==> src/rtl/plw_pkg.sv <==
package plw_pkg;

    typedef enum logic [3:0] {
        ST_IDLE,
        ST_WAIT,
        ST_CHECK,
        ST_PROBE,
        ST_OVR_RD1,
        ST_OVR_WR1,
        ST_OVR_RD2,
        ST_OVR_WR2,
        ST_UP
    } plw_state_e;

    typedef struct packed {
        logic        we;
        logic [15:0] addr;
        logic [15:0] data;
    } phy_op_t;

    localparam logic [15:0] RXSTAT_ADDR = 16'h100D;
    localparam logic [15:0] OVRD_ADDR   = 16'h1005;
    localparam logic [15:0] OVRD_MASK   = 16'h0028;

    function automatic logic link_ok(input logic [31:0] w);
        return w[4] & ~w[29];
    endfunction

    function automatic phy_op_t mk_op(input logic we, input logic [15:0] a,
                                      input logic [15:0] d);
        phy_op_t o;
        o.we   = we;
        o.addr = a;
        o.data = d;
        return o;
    endfunction

endpackage

==> src/rtl/plw_tick_cnt.sv <==
module plw_tick_cnt #(
    parameter int LIMIT = 4,
    parameter int CW    = $clog2(LIMIT + 1)
) (
    input  logic          clk,
    input  logic          rst,
    input  logic          clr,
    input  logic          tick,
    output logic [CW-1:0] count,
    output logic          reached
);
    localparam logic [CW-1:0] LIM = CW'(LIMIT);

    assign reached = (count >= LIM);

    always_ff @(posedge clk) begin
        if (rst || clr) begin
            count <= '0;
        end else if (tick && !reached) begin
            count <= count + 1'b1;
        end
    end
endmodule

==> src/rtl/plw_phy_port.sv <==
module plw_phy_port
    import plw_pkg::*;
(
    input  logic          clk,
    input  logic          rst,
    input  logic          go,
    input  phy_op_t       op,
    input  logic          phy_ack,
    input  logic [15:0]   phy_rdata,
    output logic          phy_req,
    output logic          phy_we,
    output logic [15:0]   phy_addr,
    output logic [15:0]   phy_wdata,
    output logic          done,
    output logic [15:0]   rdata
);
    phy_op_t cur;

    assign phy_we    = cur.we;
    assign phy_addr  = cur.addr;
    assign phy_wdata = cur.data;

    always_ff @(posedge clk) begin
        if (rst) begin
            phy_req <= 1'b0;
            done    <= 1'b0;
            cur     <= '0;
            rdata   <= '0;
        end else begin
            done <= 1'b0;
            if (go && !phy_req) begin
                cur     <= op;
                phy_req <= 1'b1;
            end else if (phy_req && phy_ack) begin
                phy_req <= 1'b0;
                done    <= 1'b1;
                rdata   <= phy_rdata;
            end
        end
    end
endmodule

==> src/rtl/pcie_link_watch.sv <==
module pcie_link_watch
    import plw_pkg::*;
#(
    parameter int         POLL_TICKS     = 1,
    parameter int         SETTLE_TICKS   = 2,
    parameter int         DEADLINE_TICKS = 100,
    parameter logic [5:0] RCVRLOCK_CODE  = 6'h0D
) (
    input  logic        clk,
    input  logic        rst,
    input  logic        start,
    input  logic        ms_tick,
    input  logic [31:0] dbg_word0,
    input  logic [31:0] dbg_word1,
    output logic        phy_req,
    output logic        phy_we,
    output logic [15:0] phy_addr,
    output logic [15:0] phy_wdata,
    input  logic        phy_ack,
    input  logic [15:0] phy_rdata,
    output logic        link_up,
    output logic        timeout,
    output logic        recov_evt
);
    localparam int ECW = $clog2(DEADLINE_TICKS + 1);
    localparam int PCW = $clog2(POLL_TICKS + 1);

    plw_state_e   state;
    logic         go;
    phy_op_t      op;
    logic         done;
    logic [15:0]  rd_val;
    logic         running;
    logic         accept;
    logic [ECW-1:0] elapsed;
    logic         deadline_hit;
    logic [PCW-1:0] poll_cnt;
    logic         poll_hit;
    logic         settled;
    logic         stall_state;
    logic         unused_bits;

    assign running     = (state != ST_IDLE) && (state != ST_UP);
    assign accept      = start && !running;
    assign settled     = ({{(32-ECW){1'b0}}, elapsed} >= 32'(SETTLE_TICKS));
    assign stall_state = (dbg_word0[5:0] == RCVRLOCK_CODE);
    assign unused_bits = ^{dbg_word0[31:6], poll_cnt};

    plw_tick_cnt #(.LIMIT(DEADLINE_TICKS), .CW(ECW)) u_elapsed (
        .clk     (clk),
        .rst     (rst),
        .clr     (accept),
        .tick    (ms_tick && running),
        .count   (elapsed),
        .reached (deadline_hit)
    );

    plw_tick_cnt #(.LIMIT(POLL_TICKS), .CW(PCW)) u_poll (
        .clk     (clk),
        .rst     (rst),
        .clr     (state != ST_WAIT),
        .tick    (ms_tick),
        .count   (poll_cnt),
        .reached (poll_hit)
    );

    plw_phy_port u_port (
        .clk       (clk),
        .rst       (rst),
        .go        (go),
        .op        (op),
        .phy_ack   (phy_ack),
        .phy_rdata (phy_rdata),
        .phy_req   (phy_req),
        .phy_we    (phy_we),
        .phy_addr  (phy_addr),
        .phy_wdata (phy_wdata),
        .done      (done),
        .rdata     (rd_val)
    );

    always_ff @(posedge clk) begin
        if (rst) begin
            state     <= ST_IDLE;
            go        <= 1'b0;
            op        <= '0;
            link_up   <= 1'b0;
            timeout   <= 1'b0;
            recov_evt <= 1'b0;
        end else begin
            go        <= 1'b0;
            recov_evt <= 1'b0;
            case (state)
                ST_IDLE, ST_UP: begin
                    if (start) begin
                        state   <= ST_WAIT;
                        link_up <= 1'b0;
                        timeout <= 1'b0;
                    end
                end
                ST_WAIT: begin
                    if (deadline_hit) begin
                        timeout <= 1'b1;
                        state   <= ST_IDLE;
                    end else if (poll_hit) begin
                        state <= ST_CHECK;
                    end
                end
                ST_CHECK: begin
                    if (link_ok(dbg_word1)) begin
                        link_up <= 1'b1;
                        state   <= ST_UP;
                    end else if (settled && stall_state) begin
                        go    <= 1'b1;
                        op    <= mk_op(1'b0, RXSTAT_ADDR, 16'h0000);
                        state <= ST_PROBE;
                    end else begin
                        state <= ST_WAIT;
                    end
                end
                ST_PROBE: begin
                    if (done) begin
                        if (rd_val[0]) begin
                            state <= ST_WAIT;
                        end else begin
                            go    <= 1'b1;
                            op    <= mk_op(1'b0, OVRD_ADDR, 16'h0000);
                            state <= ST_OVR_RD1;
                        end
                    end
                end
                ST_OVR_RD1: begin
                    if (done) begin
                        go    <= 1'b1;
                        op    <= mk_op(1'b1, OVRD_ADDR, rd_val | OVRD_MASK);
                        state <= ST_OVR_WR1;
                    end
                end
                ST_OVR_WR1: begin
                    if (done) begin
                        go    <= 1'b1;
                        op    <= mk_op(1'b0, OVRD_ADDR, 16'h0000);
                        state <= ST_OVR_RD2;
                    end
                end
                ST_OVR_RD2: begin
                    if (done) begin
                        go    <= 1'b1;
                        op    <= mk_op(1'b1, OVRD_ADDR, rd_val & ~OVRD_MASK);
                        state <= ST_OVR_WR2;
                    end
                end
                ST_OVR_WR2: begin
                    if (done) begin
                        recov_evt <= 1'b1;
                        state     <= ST_WAIT;
                    end
                end
                default: state <= ST_IDLE;
            endcase
        end
    end
endmodule

==> config.mk <==
export PLATFORM = sky130hd
export DESIGN_NAME = pcie_link_watch
export DESIGN_NICKNAME = d
export VERILOG_FILES = /design/src/rtl/plw_pkg.sv /design/src/rtl/plw_tick_cnt.sv /design/src/rtl/plw_phy_port.sv /design/src/rtl/pcie_link_watch.sv
export SDC_FILE = /design/constraint.sdc
export NUM_CORES = 1
export LEC_CHECK = 0
export BUFFER_PORTS_ARGS = -buffer_cell sky130_fd_sc_hd__clkbuf_2
export CAP_MARGIN = 20
export CORE_UTILIZATION = 43
export CTS_CLUSTER_SIZE = 14
export DETAILED_ROUTE_END_ITERATION = 12
export PLACE_DENSITY = 0.74
export SLEW_MARGIN = 20
export SYNTH_ARGS = -nofsm -noshare
export SYNTH_HDL_FRONTEND = slang
export SYNTH_SLANG_ARGS = --single-unit
==> constraint.sdc <==
create_clock -name clk -period 2 [get_ports clk]
set_input_delay 0.1 -clock clk [delete_from_list [all_inputs] [get_ports clk]]
set_output_delay 0.1 -clock clk [all_outputs]
set_load 0.01 [all_outputs]
==> results.py <==
metrics = {
    "floorplanning": {
        "die-area_mm2": 0.00703,
        "start_util_pct": 44.8,
        "die_h_um": 83.8,
        "core_mm2": 0.00642,
        "fp.dieW_um": 83.8,
        "ios": 122,
        "rows": 29,
    },
    "drt": {
        "drc": 10,
        "drtPass1Iterations": 8,
        "vias": 2423,
        "wire_per_inst_um": 11.8,
        "postRouteAntennaNets": 0,
        "routed_wl_mm": 5.86,
        "vias_per_cell": 4.88,
        "first_iter_violations": 147,
    },
    "sta": {
        "tightest_slew_ns": 0.661,
        "skew_ns": 0.00786,
        "rsz0062_at_grt": "no",
        "maxSlewHeadroom_pct": 55.9,
        "finalHoldViolCount": 0,
        "whs_ns": 0.0524,
        "clock.fmax_ghz": 0.544,
        "setup_viol": 0,
        "period_minus_slack_ns": 1.84,
        "period_share_pct": 91.8,
        "slew_violations": 0,
    },
    "yosys": {
        "syn_area_per_cell_um2": 8.27,
        "yosys_warnings": 0,
        "synth-edff-count": 0,
        "ys_seq_area_share_pct": 47.3,
        "ys.flop_type": "dfxtp_1",
        "ys_ff_latch": 68,
        "syn_area_mm2": 0.00288,
        "syn_inst": 348,
        "ys_types": 44,
        "synthArstFlopShare_pct": 0,
    },
    "placed_design": {
        "place_congestion": 0.829,
        "dp_hpwl_mm": 4.06,
        "dp.cells": 466,
        "io_buffers": 51,
    },
    "setup_path": {
        "crit_path_max_fanout": 10,
        "critPathKind": "reg2reg",
        "crit_arrival_ns": 2.07,
        "worst_setup_path_end_kind": "flop",
        "critPathRequiredTime_ns": 2.23,
        "start_kind": "flop",
    },
    "finish": {
        "antennaDiodeCount": 0,
        "stdcell_count": 497,
        "area_delta_synth_final_pct": 24.1,
        "finish.net_count": 502,
        "drive_gt1_share_pct": 21.0,
    },
    "clocking": {
        "clockBufferDepth": 2,
        "root_buffer": "clkbuf_8",
        "cts_tree": "built",
        "cts_buffers": 9,
        "clkLatencyLatePin_ns": 0.35,
        "clock-sinks": 68,
        "h-tree-depth": 3,
        "clk_pin_slew_ns": 0.07,
    },
    "global_route": {
        "grt_pass1_wl_mm": 9.98,
        "antenna_found_initial": 0,
        "grt_start_max_net_pins": 26,
        "overflow": 0,
        "grt_pass1_vias": 2225,
        "gr-usage-all-layers_pct": 17.8,
    },
    "flow_run": {
        "maxCapViolCount": 0,
    },
    "power_and_ir_drop": {
        "p_leak_nw": 1.37,
        "power.density_mw_per_mm2": 889,
        "ir_worst_vdd_mv": 0.494,
    },
    "run_status": {
        "violations": "DRC",
        "status": "finished with violations",
    },
    "min_path": {
        "hold_path.class": "in2reg",
    },
}
[Yosys cell counts (2+ instances only)]
| cell type | number | area [µm²] |
|---|---|---|
| nand2_1 | 86 | 323 |
| dfxtp_1 | 68 | 1360 |
| a21oi_1 | 42 | 210 |
| nand2b_1 | 23 | 144 |
| nor2_1 | 20 | 75.1 |
| clkbuf_1 | 18 | 67.6 |
| mux2i_1 | 16 | 160 |
| buf_4 | 15 | 113 |
| nor3_1 | 8 | 40.0 |
| o21ai_0 | 6 | 30.0 |
| and3_1 | 4 | 25.0 |
| xnor2_1 | 4 | 35.0 |
| nand3_1 | 3 | 15.0 |
| ha_1 | 2 | 25.0 |
| inv_1 | 2 | 7.51 |
| nor2b_1 | 2 | 12.5 |
| o21bai_1 | 2 | 15.0 |
[logic make-up after synthesis]
group | after synthesis | share of synthesized area, %
AO/OA/AOI/OAI | 59 | 11.4
buffers and inverters | 38 | 7.21
multiplexers | 16 | 5.56
adder cells (fa/ha/maj) | 2 | 0.869
other | 1 | 0.130
AND/OR/NAND/NOR | 159 | 26.0
flip-flops | 68 | 47.3
XOR/XNOR | 5 | 1.52
[layout by cell type, fill, tap and decap left out, types with 2 or more instances in the layout]
cell | Yosys | routed
o21ai_0 | 6 | 6
xnor2_1 | 4 | 4
conb_1 | 1 | 12
nor2b_1 | 2 | 2
clkbuf_2 | 0 | 51
a21oi_1 | 42 | 42
nand2b_1 | 23 | 23
clkinvlp_4 | 0 | 2
clkbuf_8 | 0 | 11
o21bai_1 | 2 | 2
nand3_1 | 3 | 3
buf_4 | 15 | 15
and3_1 | 4 | 4
mux2i_1 | 16 | 16
dfxtp_1 | 68 | 68
dlygate4sd3_1 | 0 | 14
nand2_1 | 86 | 86
nor2_1 | 20 | 20
ha_1 | 2 | 2
nor3_1 | 8 | 8
inv_1 | 2 | 2
[worst max-delay path: stages (launching register included)]
cell	delay (ns)
dfxtp_1	0.40
buf_4	0.19
or3_1	0.42
and3_1	0.25
and4_1	0.25
a31oi_1	0.17
nor2_1	0.06
[layer usage]
metal  part of all wire, %  track usage (%)
met5                     0                0
met4                   2.3             9.40
met3                   4.4             4.25
met2                    44             26.7
met1                    50             23.9
[registers in the layout, summed over array words and instances, names as in the netlist]
| register | count |
|---|---|
| u_port.done | 1 |
| state | 4 |
| link_up | 1 |
| u_elapsed.count | 7 |
| u_port.phy_we | 1 |
| go | 1 |
| timeout | 1 |
| u_port.rdata | 14 |
| u_poll.count | 1 |
| recov_evt | 1 |
| u_port.phy_addr | 2 |
| u_port.phy_wdata | 15 |
| u_port.phy_req | 1 |
| op | 18 |
[area by class of cell]
| type | instances | area, µm² |
|---|---|---|
| Fill cell | 585 | 2850 |
| Inverter | 2 | 7.51 |
| Clock inverter | 5 | 58.8 |
| Multi-Input combinational cell | 253 | 1370 |
| Tap cell | 77 | 96.3 |
| Timing Repair Buffer | 81 | 528 |
| Clock buffer | 11 | 151 |
| Sequential cell | 68 | 1360 |
[what timing repair did]
action                                 CTS  global route
hold buffers                            14             0
gates resized for setup                  0             3
endpoints found under the hold margin   14             0
setup buffers                            0             1
setup endpoints to repair                0            19
[where the power goes]
part / leakage [nW] / internal, mW / switching [mW]
registers: 0.548 / 1.40 / 0.0570
clock network: 0.102 / 0.645 / 0.524
logic: 0.725 / 0.272 / 0.283
total: 1.37 / 2.31 / 0.864
[path summary, 6_finish.rpt]
path,startpoint,end,slack (ns),cells after the start
worst max-delay path,state[0]$_SDFFE_PP0P_,u_elapsed.count[6]$_SDFFE_PP0P_,0.16,6
worst min-delay path,phy_ack,u_port.phy_req$_SDFFE_PP0P_,0.05,3
worst max register to register,state[0]$_SDFFE_PP0P_,u_elapsed.count[6]$_SDFFE_PP0P_,0.16,6
worst min register to register,link_up$_SDFFE_PP0P_,link_up$_SDFFE_PP0P_,0.46,2
[stage by stage]
step	setup WS [ns]	power [mW]	util, %	area, µm²	TNS (ns)
after global placement	-0.163	1.97	49.6	3180	-2.39
after CTS	0.00443	3.16	55.0	3530	0
after floorplan	0.0230	1.86	-	2920	0
after detailed placement	-0.184	1.98	49.6	3180	-2.67
after global routing	0.0121	3.33	55.6	3570	0
final	0.163	3.18	55.6	3570	0
(Power assumes the default switching activity.)
